--- src/rtl/irqsteer_pkg.sv ---
package irqsteer_pkg;
  localparam int INT_COUNT = 4;
  localparam int IRQ_COUNT = 16;
  localparam int SEL_W = $clog2(IRQ_COUNT);
  localparam int SLOT_W = $clog2(INT_COUNT);
  localparam int BYTE_W = 8;

  localparam logic [7:0] VID_LO = 8'h39;
  localparam logic [7:0] VID_HI = 8'h10;
  localparam logic [7:0] DID_LO = 8'h08;
  localparam logic [7:0] CLASS_SUB = 8'h01;
  localparam logic [7:0] CLASS_BASE = 8'h06;
  localparam logic [7:0] DEVSEL_BYTE = 8'h02;
  localparam logic [7:0] CMD_FIXED = 8'h07;
  localparam int CMD_KEEP_BIT = 3;
  localparam logic [7:0] STAT_RESET = 8'h80;
  localparam logic [7:0] ROUTE_BASE = 8'h41;
  localparam logic [7:0] ROUTE_RESET = 8'h80;
  localparam int ROUTE_OFF_BIT = 7;

  typedef enum logic [3:0] {
    RD_ZERO, RD_FF, RD_VID_LO, RD_VID_HI, RD_DID_LO, RD_CMD, RD_STAT,
    RD_DEVSEL, RD_CLASS_SUB, RD_CLASS_BASE, RD_ROUTE
  } rdSel_e;

  typedef struct packed {
    logic                 cmdWr;
    logic                 statWr;
    logic [INT_COUNT-1:0] routeWr;
    logic [BYTE_W-1:0]    wrData;
    rdSel_e               rdSel;
    logic [SLOT_W-1:0]    rdSlot;
  } strobe_t;

  // Register slot k steers this pin (slots 1 and 2 are crossed).
  function automatic logic [SLOT_W-1:0] slotToPin(input logic [SLOT_W-1:0] slot);
    case (slot)
      SLOT_W'(1): return SLOT_W'(2);
      SLOT_W'(2): return SLOT_W'(1);
      default:    return slot;
    endcase
  endfunction
endpackage

--- src/rtl/irqsteer_ctrl.sv ---
module irqsteer_ctrl
  import irqsteer_pkg::*;
(
  input  logic                clk,
  input  logic                rstN,
  input  logic [2:0]          cfgFunc,
  input  logic [7:0]          cfgAddr,
  input  logic                cfgWr,
  input  logic [BYTE_W-1:0]   cfgWrData,
  output strobe_t             stb
);
  logic       funcOk;
  logic       wrOk;
  logic [7:0] routeOff;
  logic       routeHit;

  always_comb begin
    funcOk   = (cfgFunc == 3'd0);
    wrOk     = funcOk && cfgWr;
    routeOff = cfgAddr - ROUTE_BASE;
    routeHit = (cfgAddr >= ROUTE_BASE) && (routeOff < 8'(INT_COUNT));

    stb.cmdWr   = wrOk && (cfgAddr == 8'h04);
    stb.statWr  = wrOk && (cfgAddr == 8'h06);
    stb.routeWr = (wrOk && routeHit) ? (INT_COUNT'(1) << routeOff[SLOT_W-1:0])
                                     : '0;
    stb.wrData  = cfgWrData;
    stb.rdSlot  = routeOff[SLOT_W-1:0];

    if (!funcOk) stb.rdSel = RD_FF;
    else begin
      case (cfgAddr)
        8'h00:   stb.rdSel = RD_VID_LO;
        8'h01:   stb.rdSel = RD_VID_HI;
        8'h02:   stb.rdSel = RD_DID_LO;
        8'h04:   stb.rdSel = RD_CMD;
        8'h06:   stb.rdSel = RD_STAT;
        8'h07:   stb.rdSel = RD_DEVSEL;
        8'h0A:   stb.rdSel = RD_CLASS_SUB;
        8'h0B:   stb.rdSel = RD_CLASS_BASE;
        default: stb.rdSel = routeHit ? RD_ROUTE : RD_ZERO;
      endcase
    end
  end

  // at most one register is written per cycle
  a_r5_single_target: assert property (@(posedge clk) disable iff (!rstN)
    $onehot0({stb.cmdWr, stb.statWr, stb.routeWr}));

  // a foreign function produces no write strobe
  a_r4_foreign_no_write: assert property (@(posedge clk) disable iff (!rstN)
    (stb.rdSel == RD_FF) |-> (stb.routeWr == '0 && !stb.cmdWr && !stb.statWr));
endmodule

--- src/rtl/irqsteer_datapath.sv ---
module irqsteer_datapath
  import irqsteer_pkg::*;
(
  input  logic                 clk,
  input  logic                 rstN,
  input  strobe_t              stb,
  input  logic [INT_COUNT-1:0] intIn,
  output logic [BYTE_W-1:0]    rdData,
  output logic [IRQ_COUNT-1:0] irqOut
);
  logic                 cmdKeep;
  logic                 statFlag;
  logic [BYTE_W-1:0]    routeReg [INT_COUNT];
  logic [IRQ_COUNT-1:0] nextIrq;
  logic                 allOff;

  always_ff @(posedge clk or negedge rstN) begin
    if (!rstN) begin
      cmdKeep  <= 1'b0;
      statFlag <= 1'b1;
    end else begin
      if (stb.cmdWr)  cmdKeep  <= stb.wrData[CMD_KEEP_BIT];
      if (stb.statWr) statFlag <= 1'b0;
    end
  end

  for (genvar s = 0; s < INT_COUNT; s++) begin : g_route
    always_ff @(posedge clk or negedge rstN) begin
      if (!rstN)                routeReg[s] <= ROUTE_RESET;
      else if (stb.routeWr[s])  routeReg[s] <= stb.wrData;
    end
  end

  always_comb begin
    nextIrq = '0;
    allOff  = 1'b1;
    for (int s = 0; s < INT_COUNT; s++) begin
      if (!routeReg[s][ROUTE_OFF_BIT]) begin
        allOff = 1'b0;
        if (intIn[slotToPin(SLOT_W'(s))])
          nextIrq[routeReg[s][SEL_W-1:0]] = 1'b1;
      end
    end
  end

  always_ff @(posedge clk or negedge rstN) begin
    if (!rstN) irqOut <= '0;
    else       irqOut <= nextIrq;
  end

  always_comb begin
    case (stb.rdSel)
      RD_FF:         rdData = 8'hFF;
      RD_VID_LO:     rdData = VID_LO;
      RD_VID_HI:     rdData = VID_HI;
      RD_DID_LO:     rdData = DID_LO;
      RD_CMD:        rdData = CMD_FIXED | (8'(cmdKeep) << CMD_KEEP_BIT);
      RD_STAT:       rdData = statFlag ? STAT_RESET : 8'h00;
      RD_DEVSEL:     rdData = DEVSEL_BYTE;
      RD_CLASS_SUB:  rdData = CLASS_SUB;
      RD_CLASS_BASE: rdData = CLASS_BASE;
      RD_ROUTE:      rdData = routeReg[stb.rdSlot];
      default:       rdData = 8'h00;
    endcase
  end

  // command byte keeps its fixed low bits and no high bits
  a_r2_cmd_shape: assert property (@(posedge clk) disable iff (!rstN)
    (stb.rdSel == RD_CMD) |-> (rdData[2:0] == 3'b111 && rdData[7:4] == 4'h0));

  // status flag, once cleared, stays cleared
  a_r3_status_sticky: assert property (@(posedge clk) disable iff (!rstN)
    !statFlag |=> !statFlag);

  // no IRQ line rises without a pin having been high one edge before
  a_r10_irq_needs_pin: assert property (@(posedge clk) disable iff (!rstN)
    (irqOut != '0) |-> ($past(intIn) != '0));

  // with every route disabled, the next vector is empty
  a_r8_all_off_quiet: assert property (@(posedge clk) disable iff (!rstN)
    allOff |=> (irqOut == '0));
endmodule

--- src/rtl/irqsteer_top.sv ---
module irqsteer_top
  import irqsteer_pkg::*;
(
  input  logic                 clk,
  input  logic                 rstN,
  input  logic [2:0]           cfgFunc,
  input  logic [7:0]           cfgAddr,
  input  logic                 cfgWr,
  input  logic [BYTE_W-1:0]    cfgWrData,
  output logic [BYTE_W-1:0]    cfgRdData,
  input  logic [INT_COUNT-1:0] intIn,
  output logic [IRQ_COUNT-1:0] irqOut
);
  strobe_t stb;

  irqsteer_ctrl i_ctrl (
    .clk(clk), .rstN(rstN), .cfgFunc(cfgFunc), .cfgAddr(cfgAddr),
    .cfgWr(cfgWr), .cfgWrData(cfgWrData), .stb(stb)
  );

  irqsteer_datapath i_dp (
    .clk(clk), .rstN(rstN), .stb(stb), .intIn(intIn),
    .rdData(cfgRdData), .irqOut(irqOut)
  );

  // foreign function reads as all ones
  a_r4_func_reads_ff: assert property (@(posedge clk) disable iff (!rstN)
    (cfgFunc != 3'd0) |-> (cfgRdData == 8'hFF));
endmodule

--- config.mk ---
export PLATFORM = sky130hd
export DESIGN_NAME = irqsteer_top
export DESIGN_NICKNAME = d
export VERILOG_FILES = /design/src/rtl/irqsteer_pkg.sv /design/src/rtl/irqsteer_ctrl.sv /design/src/rtl/irqsteer_datapath.sv /design/src/rtl/irqsteer_top.sv
export SDC_FILE = /design/constraint.sdc
export NUM_CORES = 1
export LEC_CHECK = 0
export ABC_AREA = 1
export ABC_CLOCK_PERIOD_IN_PS = 2900
export BUFFER_PORTS_ARGS = -buffer_cell sky130_fd_sc_hd__buf_2
export CAP_MARGIN = 20
export CORE_MARGIN = 2
export CORE_UTILIZATION = 51
export DETAILED_ROUTE_END_ITERATION = 16
export PLACE_DENSITY = 0.76
export SYNTH_ARGS = -nofsm -noshare
export SYNTH_HDL_FRONTEND = slang
export SYNTH_SLANG_ARGS = --single-unit
--- constraint.sdc ---
create_clock -name clk -period 2.9 [get_ports clk]
set_input_delay 0.725 -clock clk [delete_from_list [all_inputs] [get_ports clk]]
set_output_delay 0.725 -clock clk [all_outputs]
set_load 0.02 [all_outputs]
==> results.md, run 1 <==
- Outcome: finished with violations
- Failing checks: setup timing
- DP Wirelength: 6.25 mm
- Post-Layout Cell Count: 581
- Total gr overflow: 0
- Layout Nets: 536
- DRC viols: 0
- Pwr Density: 332 nW/µm²
- Distinct cell type count after synthesis: 29
- Die Area: 6710 µm²
- Min-delay worst type: input pin to async pin
- Mapped Cells: 428
- Die W: 81.9 µm
- Root Driver: clkbuf_8
- Post-synthesis compound-gate area fraction: 13.3%
- Clk Latency, worst-skew pair: 0.31 ns
- Worst slew pin tran: 0.620 ns
- Seq/Total Area, Yosys: 40.6%
- Initial antenna violation count: 0
- Worst Path Arrival: 2.32 ns
- Yosys top cell area share: 36.4%
- Layout fillers: 465
- Synth top area cells: dfrtp_1, nand2_1, o21ai_0
- Final min period: 3.05 ns
- # Max-Cap Violations: 0
- Final Hold Viols: 0
- Worst endpoint required time: 2.17 ns
- Final number of setup-violating endpoints: 8
- Crit Path Max Fanout: 7
- Setup CP Type: input pin to output port
- Final period util: 105%
- Post-Route WL: 9.00 mm
- Top FF cell, synth: dfrtp_1
- Mapped Avg Cell Area: 7.23 µm²
- Number of diodes: 0
- Critical Path Start Type: input pin
- CTS tree: done
- Vias in the first global route: 2930
- Total Power: 0.00134 W
- Layout cells sized above 1: 30.8%
- Clk sink count: 50
- XOR/XNOR share of the synthesized area: 0%
- Post-synth top area cell: dfrtp_1
- Final GP Congestion: 0.959
- Total CTS buffers: 5
- DR pass1 iterations: 5
- GRT Total Usage: 26.6%
- Dominant cell by count in the synthesized netlist: nand2_1
- First-pass GRT wire length: 13.6 mm
- Io pins: 50
- Adder-Cell Fraction of Synth Area: 2.02%
- Place WS: -0.219 ns
- Fmax: 0.328 GHz
- CTS max path bufs: 2
- Initial core utilization: 52.6%
- Setup_tns: -1.05 ns
- DR WL/cell: 15.5 µm
- Port bufs: 49
- Asr flop ratio synth: 100%
- RSZ-0062 raised after global routing: true
- P&R area growth vs syn: 30.1%
- Mapped cell area: 3100 µm²
- Die height: 81.9 µm
- Vias per cell: 5.50
- Slew HR: 58.3%
- Maximum VDD drop: 0.260 mV
- Clk_skew: 0.00575 ns
- Leakage: 1.98 nW
- Peak per-stage delay on the critical path: 0.24 ns
- Post-Syn Nets: 459
- CP max stage cell: o21ai_4
- Cell repeated most along the worst path: nand2_1
- H-tree depth: 2
- Standard-cell rows: 28
- CTS clk-pin slew, worst paths: 0.09 ns
- Post-synth EDFFs: 0
- Placed insts: 566
- Hold Buf Count CTS: 0
- Final ANT Viol Nets: 0
- Pins Over Slew Limit: 0
- CORE AREA: 5890 µm²
- Largest net degree at the start of global routing: 51
- Post-route setup slack: -0.150 ns
- Synthesized flop and latch total: 50
- Yosys Warn Count: 0
- Bufs and invs on worst path: 3
- Post-synthesis mux area share: 2.55%
- Critical Path, Cell by Cell: buf_12, inv_8, ha_4, nor2_2, nor2_1, nand2_1, nand3_2, o21ai_4, nand3_4, nor2_4, nand2_1, nand2_1, buf_6
- Synth Area in Simple Gates: 32.2%
- Initial DRC count: 276
- Via count: 3198
- Main combinational cell family by area after synthesis: simple AND/OR/NAND/NOR gates
- Commonest cells in the netlist: nand2_1, inv_1, o21ai_0
- CP top delay family: simple AND/OR/NAND/NOR gates
- Endpoint type of the worst setup path: output port
kinds of logic after synthesis:
kind of cell | Yosys count
simple gates | 221
compound gates | 77
buf+inv | 68
flops | 50
mux | 7
fa+ha+maj | 5
where the power goes:
group / switching (W) / leakage [nW] / internal, W / total, W
Clock: 0.000232 / 0.0452 / 0.000171 / 0.000403
Sequential: 0.00000568 / 0.568 / 0.000705 / 0.000711
Combinational: 0.000137 / 1.37 / 0.0000853 / 0.000222
Total: 0.000375 / 1.98 / 0.000961 / 0.00134
sequential cells by signal, summed over array words and instances (netlist names):
name           cells
i_dp.routeReg     32
i_dp.cmdKeep       1
i_dp.irqOut       16
i_dp.statFlag      1
worst paths after layout:
| kind | slack (ns) | cells after the start | end | start |
|---|---|---|---|---|
| setup / recovery | -0.15 | 13 | cfgRdData[2] | cfgAddr[0] |
| hold / removal | 0.51 | 2 | i_dp.irqOut[0]$_DFF_PN0_ | rstN |
| setup reg to reg | 1.40 | 5 | i_dp.irqOut[13]$_DFF_PN0_ | i_dp.routeReg[7]$_DFFE_PN1P_ |
| hold reg to reg | 0.51 | 1 | i_dp.routeReg[4]$_DFFE_PN0P_ | i_dp.routeReg[4]$_DFFE_PN0P_ |
| max in group asynchronous | 1.97 | 2 | i_dp.routeReg[1]$_DFFE_PN0P_ | rstN |
| min in group clk | 0.51 | 1 | i_dp.routeReg[4]$_DFFE_PN0P_ | i_dp.routeReg[4]$_DFFE_PN0P_ |
metrics by stage:
stage / cell area, µm² / hold slack, ns / utilization [%]
floorplan: 3130 / 0.429 / -
finish: 4030 / 0.506 / 68.4
detailed placement: 3580 / 0.474 / 60.8
CTS: 3840 / 0.500 / 65.3
global route: 4030 / 0.519 / 68.4
global placement: 3580 / 0.470 / 60.8
layout make-up:
| class | instances | area, µm² | share of cell area (%) |
|---|---|---|---|
| multi-input combinational | 310 | 1790 | 44.6 |
| clock buffer | 6 | 72.6 | 1.80 |
| clock inverter | 2 | 13.8 | 0.342 |
| sequential | 50 | 1260 | 31.2 |
| timing repair buffer | 79 | 558 | 13.9 |
| tap | 75 | 93.8 | 2.33 |
| inverter | 59 | 236 | 5.87 |
cell usage in the layout, fill, tap and decap left out, types with 2 or more instances in the layout:
cell type  synthesis  final
nand3_4            1      5
buf_2              1     39
a311oi_1           2      2
o21ai_1            0      2
o21ai_0           49     46
nor2_4             6     10
clkbuf_8           0      5
buf_12             0      2
dfrtp_1           45     45
a211oi_1           2      2
nand2_1          126    115
mux2_2             7      7
nand2_2            0     10
inv_2              1      6
inv_1             58     51
a21oi_2            0      2
nor2_1            35     27
nand3_1           23     14
inv_8              0      2
a21oi_1           19     16
nand3_2            1      6
nor3_1            12     12
buf_4              0     28
nand4_1           13     13
ha_4               0      4
o21ai_2            2      2
buf_6              4     10
dfstp_2            5      5
nor2_2             1      5
metal layers:
layer | share of wire, % | wire length [µm] | global-route usage, %
met3 | 5.7 | 511 | 3.96
met2 | 53 | 4750 | 47.2
met1 | 38 | 3420 | 32.0
met5 | 0 | 0 | 0
met4 | 3.5 | 316 | 11.2
what timing repair did:
action | 4_1_cts | 5_1_grt
endpoints found under the setup margin | 8 | 8
buffers inserted | 3 | 4
resized for setup | 45 | 40
endpoints found under the hold margin | 0 | 0
pin swaps | 14 | 22
No activity file was read; power rests on OpenSTA's default activity.
==> run 2, diff against run 1 <==
Settings changed: RECOVER_POWER set to 25.
==> run 2 against run 1 <==
Against the previous run: the run still ends with setup timing left; wire length barely moved; hold slack improved by 0.0010 ns; sequential power barely moved; clock power barely moved; clock skew did not move; flip-flop and latch count did not move; setup slack did not move; maximum frequency did not move; cell count did not move; register-to-register slack barely moved; non-clock buffer count did not move; global-route usage did not move.
==> results.md, run 2 (same netlist as run 1, synthesis figures left out) <==
- Min-delay worst type: flop to flop
- Pwr Density: 332 nW/µm²
- CORE AREA: 5890 µm²
- Total gr overflow: 0
- DP Wirelength: 6.25 mm
- Hold Buf Count CTS: 0
- Number of diodes: 0
- # Max-Cap Violations: 0
- Setup CP Type: input pin to output port
- Final Instance Area: 4020 µm²
- Worst hold start: i_dp.routeReg[4]$_DFFE_PN0P_
- Standard-cell rows: 28
- Clk_skew: 0.00575 ns
- Worst Setup SP: cfgAddr[0]
- Clk sink count: 50
- Area post-placement: 3580 µm²
- Switching Share: 28.1%
- Port bufs: 49
- GRT Total Usage: 26.6%
- Final min period: 3.05 ns
- Switching power: 0.000375 W
- Reg with most FFs: i_dp.routeReg
- Worst endpoint required time: 2.17 ns
- Slew HR: 20.1%
- Outcome: finished with violations
- Final period util: 105%
- Pins Over Slew Limit: 0
- Die W: 81.9 µm
- CP top delay family: simple AND/OR/NAND/NOR gates
- Setup_tns: -1.05 ns
- RSZ-0062 raised after global routing: true
- Initial core utilization: 52.6%
- H-tree depth: 2
- Internal Power: 0.000961 W
- CP max stage cell: o21ai_4
- Endpoint type of the worst setup path: output port
- Biggest regs: i_dp.routeReg x32, i_dp.irqOut x16
- DRC viols: 0
- Final GP Congestion: 0.959
- Post-Route WL: 9.00 mm
- Comb pwr share: 16.6%
- Final number of setup-violating endpoints: 8
- Critical Path, Cell by Cell: buf_12, inv_8, ha_4, nor2_2, nor2_1, nand2_1, nand3_2, o21ai_4, nand3_4, nor2_4, nand2_1, nand2_1, buf_6
- Layout cells sized above 1: 30.8%
- Clk Latency, worst-skew pair: 0.31 ns
- Crit Path Max Fanout: 7
- Total CTS buffers: 5
- DR pass1 iterations: 5
- Flop pwr share: 53.2%
- Hold WS: 0.507 ns
- Critical Path Start Type: input pin
- CTS tree: done
- CTS clk-pin slew, worst paths: 0.09 ns
- First-pass GRT wire length: 13.6 mm
- CTS max path bufs: 2
- Cell repeated most along the worst path: nand2_1
- Largest net degree at the start of global routing: 51
- Vias in the first global route: 2930
- Maximum VDD drop: 0.260 mV
- Die Area: 6710 µm²
- Clk pwr share: 30.2%
- Failing checks: setup timing
- Io pins: 50
- Vias per cell: 5.50
- Initial antenna violation count: 0
- DR WL/cell: 15.5 µm
- P&R area growth vs syn: 30.0%
- Leakage: 1.98 nW
- R2R Path Start: i_dp.routeReg[7]$_DFFE_PN1P_
- Via count: 3198
- Post-route setup slack: -0.150 ns
- Final Hold Viols: 0
- Final ANT Viol Nets: 0
- Largest register FFs: 32
- Layout Nets: 536
- Worst Path Arrival: 2.32 ns
- Bufs and invs on worst path: 3
- Most common cell after layout, fill and taps aside: nand2_1
- Root Driver: clkbuf_8
- Peak per-stage delay on the critical path: 0.24 ns
- Worst slew pin tran: 1.20 ns
- Commonest cells after routing, fill and taps aside: nand2_1, inv_1, o21ai_0
- Die height: 81.9 µm
- Fmax: 0.328 GHz
- Initial DRC count: 276
## run 2: cell count changes in the layout (fill, tap and decap cells not counted)
cell and change:
buf_4 -1, clkbuf_2 +1
## run 2: worst reg2reg max path, stage by stage (launching register included)
cell and delay, ns:
dfstp_2 0.38, inv_1 0.07, nand2_1 0.15, nor3_1 0.52, a311oi_1 0.18, o21ai_0 0.12
## run 2: layer usage
| layer | vias to the layer above | share of wire [%] | global-route usage [%] |
|---|---|---|---|
| met3 | 27 | 5.7 | 3.96 |
| met2 | 136 | 53 | 47.2 |
| met5 | - | 0 | 0 |
| li1 | 1540 | - | - |
| met4 | 0 | 3.5 | 11.2 |
| met1 | 1495 | 38 | 32.0 |
## run 2: area by class of cell
| class | count | area (µm²) |
|---|---|---|
| fill | 466 | 1860 |
| multi-input combinational | 310 | 1790 |
| sequential | 50 | 1260 |
| timing repair buffer | 79 | 556 |
| inverter | 59 | 236 |
| tap | 75 | 93.8 |
| clock buffer | 6 | 72.6 |
| clock inverter | 2 | 13.8 |
## run 2: power by group through the flow
stage	clock (W)	combinational, W	sequential (W)
6_report	0.000403	0.000221	0.000711
3_5_place_dp	0	0.000178	0.000724
4_1_cts	0.000410	0.000198	0.000711
2_1_floorplan	0	0.0000888	0.000724
3_3_place_gp	0	0.000175	0.000724
5_1_grt	0.000445	0.000242	0.000712
## run 2: timing repair
item                       in CTS  in global routing
setup buffers                   3                  4
cloned                          0                  0
gates resized for setup        45                 40
pin swaps                      14                 22
hold endpoints to repair        0                  0
setup endpoints to repair       8                  8
## run 2: metrics by stage
step	utilization (%)	instances	power (W)	worst slack, ns
finish	68.4	581	0.00134	-0.150
detailed placement	60.8	566	0.000902	-0.219
global placement	60.8	566	0.000899	-0.117
floorplan	-	428	0.000812	0.0128
global route	68.4	581	0.00140	-0.221
CTS	65.3	577	0.00132	0.00409
## run 2: worst paths after layout
path                                           endpoint  slack, ns  depth (start not counted)
setup / recovery                           cfgRdData[2]      -0.15                         13
hold / removal             i_dp.routeReg[4]$_DFFE_PN0P_       0.51                          1
setup reg to reg              i_dp.irqOut[13]$_DFF_PN0_       1.40                          5
hold reg to reg            i_dp.routeReg[4]$_DFFE_PN0P_       0.51                          1
max in group asynchronous  i_dp.routeReg[1]$_DFFE_PN0P_       1.43                          2
min in group asynchronous      i_dp.irqOut[0]$_DFF_PN0_       0.74                          2
